File: src/rtl/rx_bitsync_pkg.sv
package rx_bitsync_pkg;

  typedef enum logic {
    CODE_NRZ = 1'b0,
    CODE_FM0 = 1'b1
  } line_code_e;

  // Phase has reached or passed a marker position within the bit.
  function automatic bit at_or_past(int unsigned ph, int unsigned mark);
    return ph >= mark;
  endfunction

  // Clock cycles in one bit for a given divisor field and oversample ratio.
  function automatic int unsigned bit_cycles(int unsigned div_field, int unsigned os);
    return (div_field + 1) * os;
  endfunction

endpackage

File: src/rtl/rx_os_prescale.sv
module rx_os_prescale #(
  parameter int DIV_W = 12
) (
  input  logic             clk,
  input  logic             rst_n,
  input  logic [DIV_W-1:0] div_val,
  output logic             os_tick
);
  logic [DIV_W-1:0] cnt_q;
  logic             hit;

  // The >= compare keeps a divisor lowered on the fly from a long wrap.
  assign hit     = (cnt_q >= div_val);
  assign os_tick = hit;

  always_ff @(posedge clk) begin
    if (!rst_n) cnt_q <= '0;
    else        cnt_q <= hit ? '0 : cnt_q + 1'b1;
  end
endmodule

File: src/rtl/rx_line_sync.sv
module rx_line_sync #(
  parameter logic IDLE = 1'b1
) (
  input  logic clk,
  input  logic rst_n,
  input  logic rx_line,
  output logic line_s,
  output logic line_edge
);
  logic meta_q, sync_q, prev_q;

  always_ff @(posedge clk) begin
    if (!rst_n) begin
      meta_q <= IDLE;
      sync_q <= IDLE;
      prev_q <= IDLE;
    end else begin
      meta_q <= rx_line;
      sync_q <= meta_q;
      prev_q <= sync_q;
    end
  end

  assign line_s    = sync_q;
  assign line_edge = sync_q ^ prev_q;
endmodule

File: src/rtl/rx_phase_track.sv
module rx_phase_track
  import rx_bitsync_pkg::*;
#(
  parameter int OS     = 16,
  parameter int PH_W   = $clog2(OS),
  parameter int SAMPLE = 8,
  parameter int GUARD  = 12
) (
  input  logic            clk,
  input  logic            rst_n,
  input  logic            os_tick,
  input  logic            line_s,
  input  logic            line_edge,
  input  line_code_e      code,
  output logic [PH_W-1:0] ph_cnt,
  output logic            locked,
  output logic            bit_out,
  output logic            bit_valid
);
  localparam logic [PH_W-1:0] PH_LAST   = PH_W'(OS - 1);
  localparam logic [PH_W-1:0] PH_SAMPLE = PH_W'(SAMPLE);

  logic edge_hold_q, evt, wrap, guard_ok;
  logic armed_q, mid_seen_q;

  // An edge that lands between ticks is held until the next tick uses it.
  assign evt      = line_edge | edge_hold_q;
  assign wrap     = (ph_cnt == PH_LAST);
  assign guard_ok = at_or_past(int'(ph_cnt), GUARD);

  always_ff @(posedge clk) begin
    if (!rst_n) edge_hold_q <= 1'b0;
    else        edge_hold_q <= os_tick ? 1'b0 : evt;
  end

  always_ff @(posedge clk) begin
    if (!rst_n) begin
      ph_cnt     <= '0;
      locked     <= 1'b0;
      armed_q    <= 1'b0;
      mid_seen_q <= 1'b0;
      bit_out    <= 1'b0;
      bit_valid  <= 1'b0;
    end else begin
      bit_valid <= 1'b0;
      if (os_tick) begin
        if (code == CODE_NRZ) begin
          locked     <= 1'b0;
          armed_q    <= 1'b0;
          mid_seen_q <= 1'b0;
          ph_cnt     <= evt ? '0 : ph_cnt + 1'b1;
          if (ph_cnt == PH_SAMPLE) begin
            bit_out   <= line_s;
            bit_valid <= 1'b1;
          end
        end else if (!locked) begin
          if (evt) begin
            ph_cnt     <= '0;
            mid_seen_q <= 1'b0;
            if (armed_q && guard_ok) locked  <= 1'b1;
            else                     armed_q <= 1'b1;
          end else begin
            ph_cnt <= ph_cnt + 1'b1;
            if (wrap) armed_q <= 1'b0;
          end
        end else if ((evt && guard_ok) || (!evt && wrap)) begin
          // Bit boundary: a late transition or a flywheel wrap.
          ph_cnt     <= '0;
          bit_out    <= ~mid_seen_q;
          bit_valid  <= 1'b1;
          mid_seen_q <= 1'b0;
        end else begin
          ph_cnt <= ph_cnt + 1'b1;
          if (evt) mid_seen_q <= 1'b1;
        end
      end
    end
  end
endmodule

File: src/rtl/rx_bitsync.sv
module rx_bitsync
  import rx_bitsync_pkg::*;
#(
  parameter int DIV_W  = 12,
  parameter int OS     = 16,
  parameter int SAMPLE = 8,
  parameter int GUARD  = 12
) (
  input  logic             clk,
  input  logic             rst_n,
  input  logic [DIV_W-1:0] div_val,
  input  logic             mode_fm0,
  input  logic             rx_line,
  output logic             bit_out,
  output logic             bit_valid
);
  localparam int PH_W = $clog2(OS);

  logic            os_tick;
  logic            line_s;
  logic            line_edge;
  logic [PH_W-1:0] ph_cnt;
  logic            locked;
  line_code_e      code;

  assign code = line_code_e'(mode_fm0);

  rx_os_prescale #(.DIV_W(DIV_W)) u_pre (
    .clk(clk), .rst_n(rst_n), .div_val(div_val), .os_tick(os_tick)
  );

  rx_line_sync #(.IDLE(1'b1)) u_sync (
    .clk(clk), .rst_n(rst_n), .rx_line(rx_line),
    .line_s(line_s), .line_edge(line_edge)
  );

  rx_phase_track #(.OS(OS), .PH_W(PH_W), .SAMPLE(SAMPLE), .GUARD(GUARD)) u_phase (
    .clk(clk), .rst_n(rst_n), .os_tick(os_tick), .line_s(line_s),
    .line_edge(line_edge), .code(code), .ph_cnt(ph_cnt), .locked(locked),
    .bit_out(bit_out), .bit_valid(bit_valid)
  );
endmodule

File: config.mk
export PLATFORM = sky130hd
export DESIGN_NAME = rx_bitsync
export DESIGN_NICKNAME = d
export VERILOG_FILES = /design/src/rtl/rx_bitsync_pkg.sv /design/src/rtl/rx_os_prescale.sv /design/src/rtl/rx_line_sync.sv /design/src/rtl/rx_phase_track.sv /design/src/rtl/rx_bitsync.sv
export SDC_FILE = /design/constraint.sdc
export NUM_CORES = 1
export LEC_CHECK = 0
export BUFFER_PORTS_ARGS = -buffer_cell sky130_fd_sc_hd__clkbuf_2
export CAP_MARGIN = 20
export CORE_ASPECT_RATIO = 0.8
export CORE_MARGIN = 1.5
export CORE_UTILIZATION = 35
export CTS_CLUSTER_SIZE = 20
export DETAILED_ROUTE_END_ITERATION = 10
export MAX_ROUTING_LAYER = met4
export PLACE_DENSITY_LB_ADDON = 0.12
export SETUP_SLACK_MARGIN = 0.3
export SLEW_MARGIN = 10
export SYNTH_ARGS = -nofsm -noshare
export SYNTH_HDL_FRONTEND = slang
export SYNTH_SLANG_ARGS = --single-unit
File: constraint.sdc
create_clock -name clk -period 2.1 [get_ports clk]
set_input_delay 0.105 -clock clk [delete_from_list [all_inputs] [get_ports clk]]
set_output_delay 0.105 -clock clk [all_outputs]
set_load 0.1 [all_outputs]
==> metrics <==
Fin Hold WS 9.10 ps; pin count of the biggest net entering global routing 17; Site Rows 20; total clock sinks 25; core area 3880 sq um; fmax 540 MHz; Worst EP required 2310 ps; worst r2r src u_pre.cnt_q[0]; Rel. slew slack 64.1%; initial antenna violation count 0; Die W 74.8 um; layout cells sized above 1 32.8%; R2R depth 9; CTS tree done; endpoint class of the critical path flip-flop; Synth Register Bits 25; Post-DRT Antenna Nets 0; DRC Markers 0; Max clock buf depth 2; Post-synth EDFFs 0; worst vdd ir 0.264 mV; GR Util met1 20.1%; Die Ht 60.5 um; Worst Clk Skew 6.59 ps; setup violators final 0; max-slew violations 0; synth unique cells 43; hold path depth 2; period utilization 88.3%; Synthesized Nets 195; hold wc startpoint rx_line; post-detail-place hpwl 2240 um; DP Worst Slack 157 ps; Cells after Synth 164; final instance area 1880 sq um; ys flop type dfxtp_1; Synth Cell Area 1440 sq um; register area share after synthesis 34.7%; gr busiest metal met2; status finished clean; Clock Latency Late Sink 270 ps; Critical Path AT 2060 ps; post-DR wirelength/cell 12.2 um; Worst Tran Pin Value 540 ps; Critical Path Source Type flip-flop; CTS Buf Count 3; max-cap violations 0; path type of the worst min-delay path primary input to flip-flop; H-tree depth 1; GRT Total Usage 14.7%; Placer Congestion 0.887; Inst Count DP 234; met2 GRT Util 21.8%; minimum clock period after layout 1850 ps; Initial Util 37.2%; clk root buf clkbuf_8; WL final 2980 um; Ports 18; n_diodes 0; RSZ-0062 raised after global routing true; reg2reg setup slack 250 ps; ys async rst share 0%; Power Total 0.901 mW; number of global-route vias before repair 1116; reg-to-reg endpoint u_pre.cnt_q[5]; CP Class flip-flop to flip-flop; syn avg cell area 8.80 sq um; met3 GRT Util 4.15%; initial DRC count 38; CTS Hold Bufs 0; vias 1212; PD cells 478 nW/um^2; placed cell area 1610 sq um; DRT Pass-1 Iters 4; Port Buffers 17; maximum fanout along the worst path 6; Via-to-Cell Ratio 4.97; Clk pin slew, worst setup/hold paths 90 ps; final core utilization 48.5%; final hold violation count 0; Yosys warnings 0; Nets 221; Setup WS post-layout 247 ps; Area Overhead vs Synth 30.4%; die area 4520 sq um; GRT overflow 0; global-route wire length before repair 4890 um; Hold Path Sink u_sync.meta_q; Fin Setup TNS 0 ps; leakage power 0.773 nW; Finished Layout Cells 244
-- final cells by class --
| cell class | instances | area, sq um |
|---|---|---|
| clock buffer | 3 | 41.3 |
| clock inverter | 1 | 7.51 |
| fill | 386 | 2000 |
| inverter | 18 | 67.6 |
| multi-input combinational | 116 | 996 |
| sequential | 25 | 512 |
| tap | 55 | 68.8 |
| timing repair buffer | 26 | 190 |
-- cells by family after synthesis --
group	count (synthesis)	share of synthesized area, %
AO/OA/AOI/OAI	31	16.7
XOR/XNOR	11	6.67
adder cells (fa/ha/maj)	15	13.0
buffers and inverters	23	6.59
flip-flops	25	34.7
AND/OR/NAND/NOR	59	22.4
-- critical path, cell delays in order (launching register included) --
cell and delay (ps):
dfxtp_4 360, inv_2 60, ha_4 190, nor3b_2 190
o21ai_2 110, a221oi_4 350, buf_12 160, nand3_4 90
buf_6 170, nor2b_1 110
-- cell usage after synthesis (2+ instances only) --
library cell  instances  area, sq um
dfxtp_1              25          500
inv_1                18         67.6
nor2_1               16         60.1
ha_1                 15          188
nand2_1              12         45.0
nand3_1               7         35.0
xor2_1                7         61.3
and3_1                6         37.5
a21oi_1               5         25.0
nand2b_1              4         25.0
o21ai_0               4         20.0
xnor2_1               4         35.0
clkbuf_1              3         11.3
nor2b_1               3         18.8
o21ai_1               3         15.0
a32oi_1               2         17.5
nand4_1               2         12.5
o221a_1               2         22.5
o32ai_1               2         17.5
-- power by group --
part,leakage (nW),total [mW],switching (mW),internal [mW]
clock network,0.0217,0.291,0.157,0.134
logic,0.545,0.118,0.0641,0.0536
registers,0.206,0.491,0.00861,0.483
-- sequential cells by signal (all words and copies together) (netlist names) --
signal / flops
u_pre.cnt_q: 12
u_phase.ph_cnt: 4
u_phase.armed_q: 1
u_phase.bit_out: 1
u_phase.bit_valid: 1
u_phase.edge_hold_q: 1
u_phase.locked: 1
u_phase.mid_seen_q: 1
u_sync.line_s: 1
u_sync.meta_q: 1
u_sync.prev_q: 1
-- cells in the final DEF, fill, tap and decap left out, types with 2 or more instances in the layout --
cell type,Yosys,final
dfxtp_1,25,18
inv_1,18,17
clkbuf_2,0,17
nand2_1,12,10
ha_1,15,9
nor2_1,16,7
xor2_1,7,7
nand3_1,7,7
and3_1,6,6
ha_4,0,6
dfxtp_2,0,6
a21oi_1,5,5
nor2_2,0,5
buf_4,0,5
o21ai_1,3,4
xnor2_1,4,4
nor2_4,0,4
nand2b_1,4,4
nor2b_1,3,3
clkbuf_8,0,3
nand2_2,0,2
nand4_1,2,2
a32oi_1,2,2
o32ai_1,2,2
o21ai_0,4,2
o221a_1,2,2
buf_6,1,2
-- how the worst max path moves through the flow --
| stage | startpoint | to | slack, ps |
|---|---|---|---|
| final | u_pre.cnt_q[0] | u_pre.cnt_q[5] | 250 |
| after global routing | u_pre.cnt_q[0] | u_pre.cnt_q[11] | 150 |
| after CTS | u_pre.cnt_q[0] | u_pre.cnt_q[11] | 250 |
| after detailed placement | u_pre.cnt_q[5] | u_phase.locked | 160 |
| after global placement | u_pre.cnt_q[0] | u_phase.bit_out | 200 |
| after floorplan | u_pre.cnt_q[0] | u_phase.bit_out | 290 |
-- metal layers --
layer / vias up / share of wire, % / routed length, um
li1: 626 / - / -
met1: 568 / 54 / 1610
met2: 16 / 42 / 1260
met3: 2 / 3.1 / 92
met4: 0 / 0.50 / 15
met5: - / 0 / 0
-- timing repair --
action                                  CTS  global route
cloned                                    0             1
pin swaps                                 1            11
resized for setup                        11            22
endpoints found under the setup margin   22            22
buffers inserted                          4             1
Note: power is estimated with default switching activity, not from simulation.
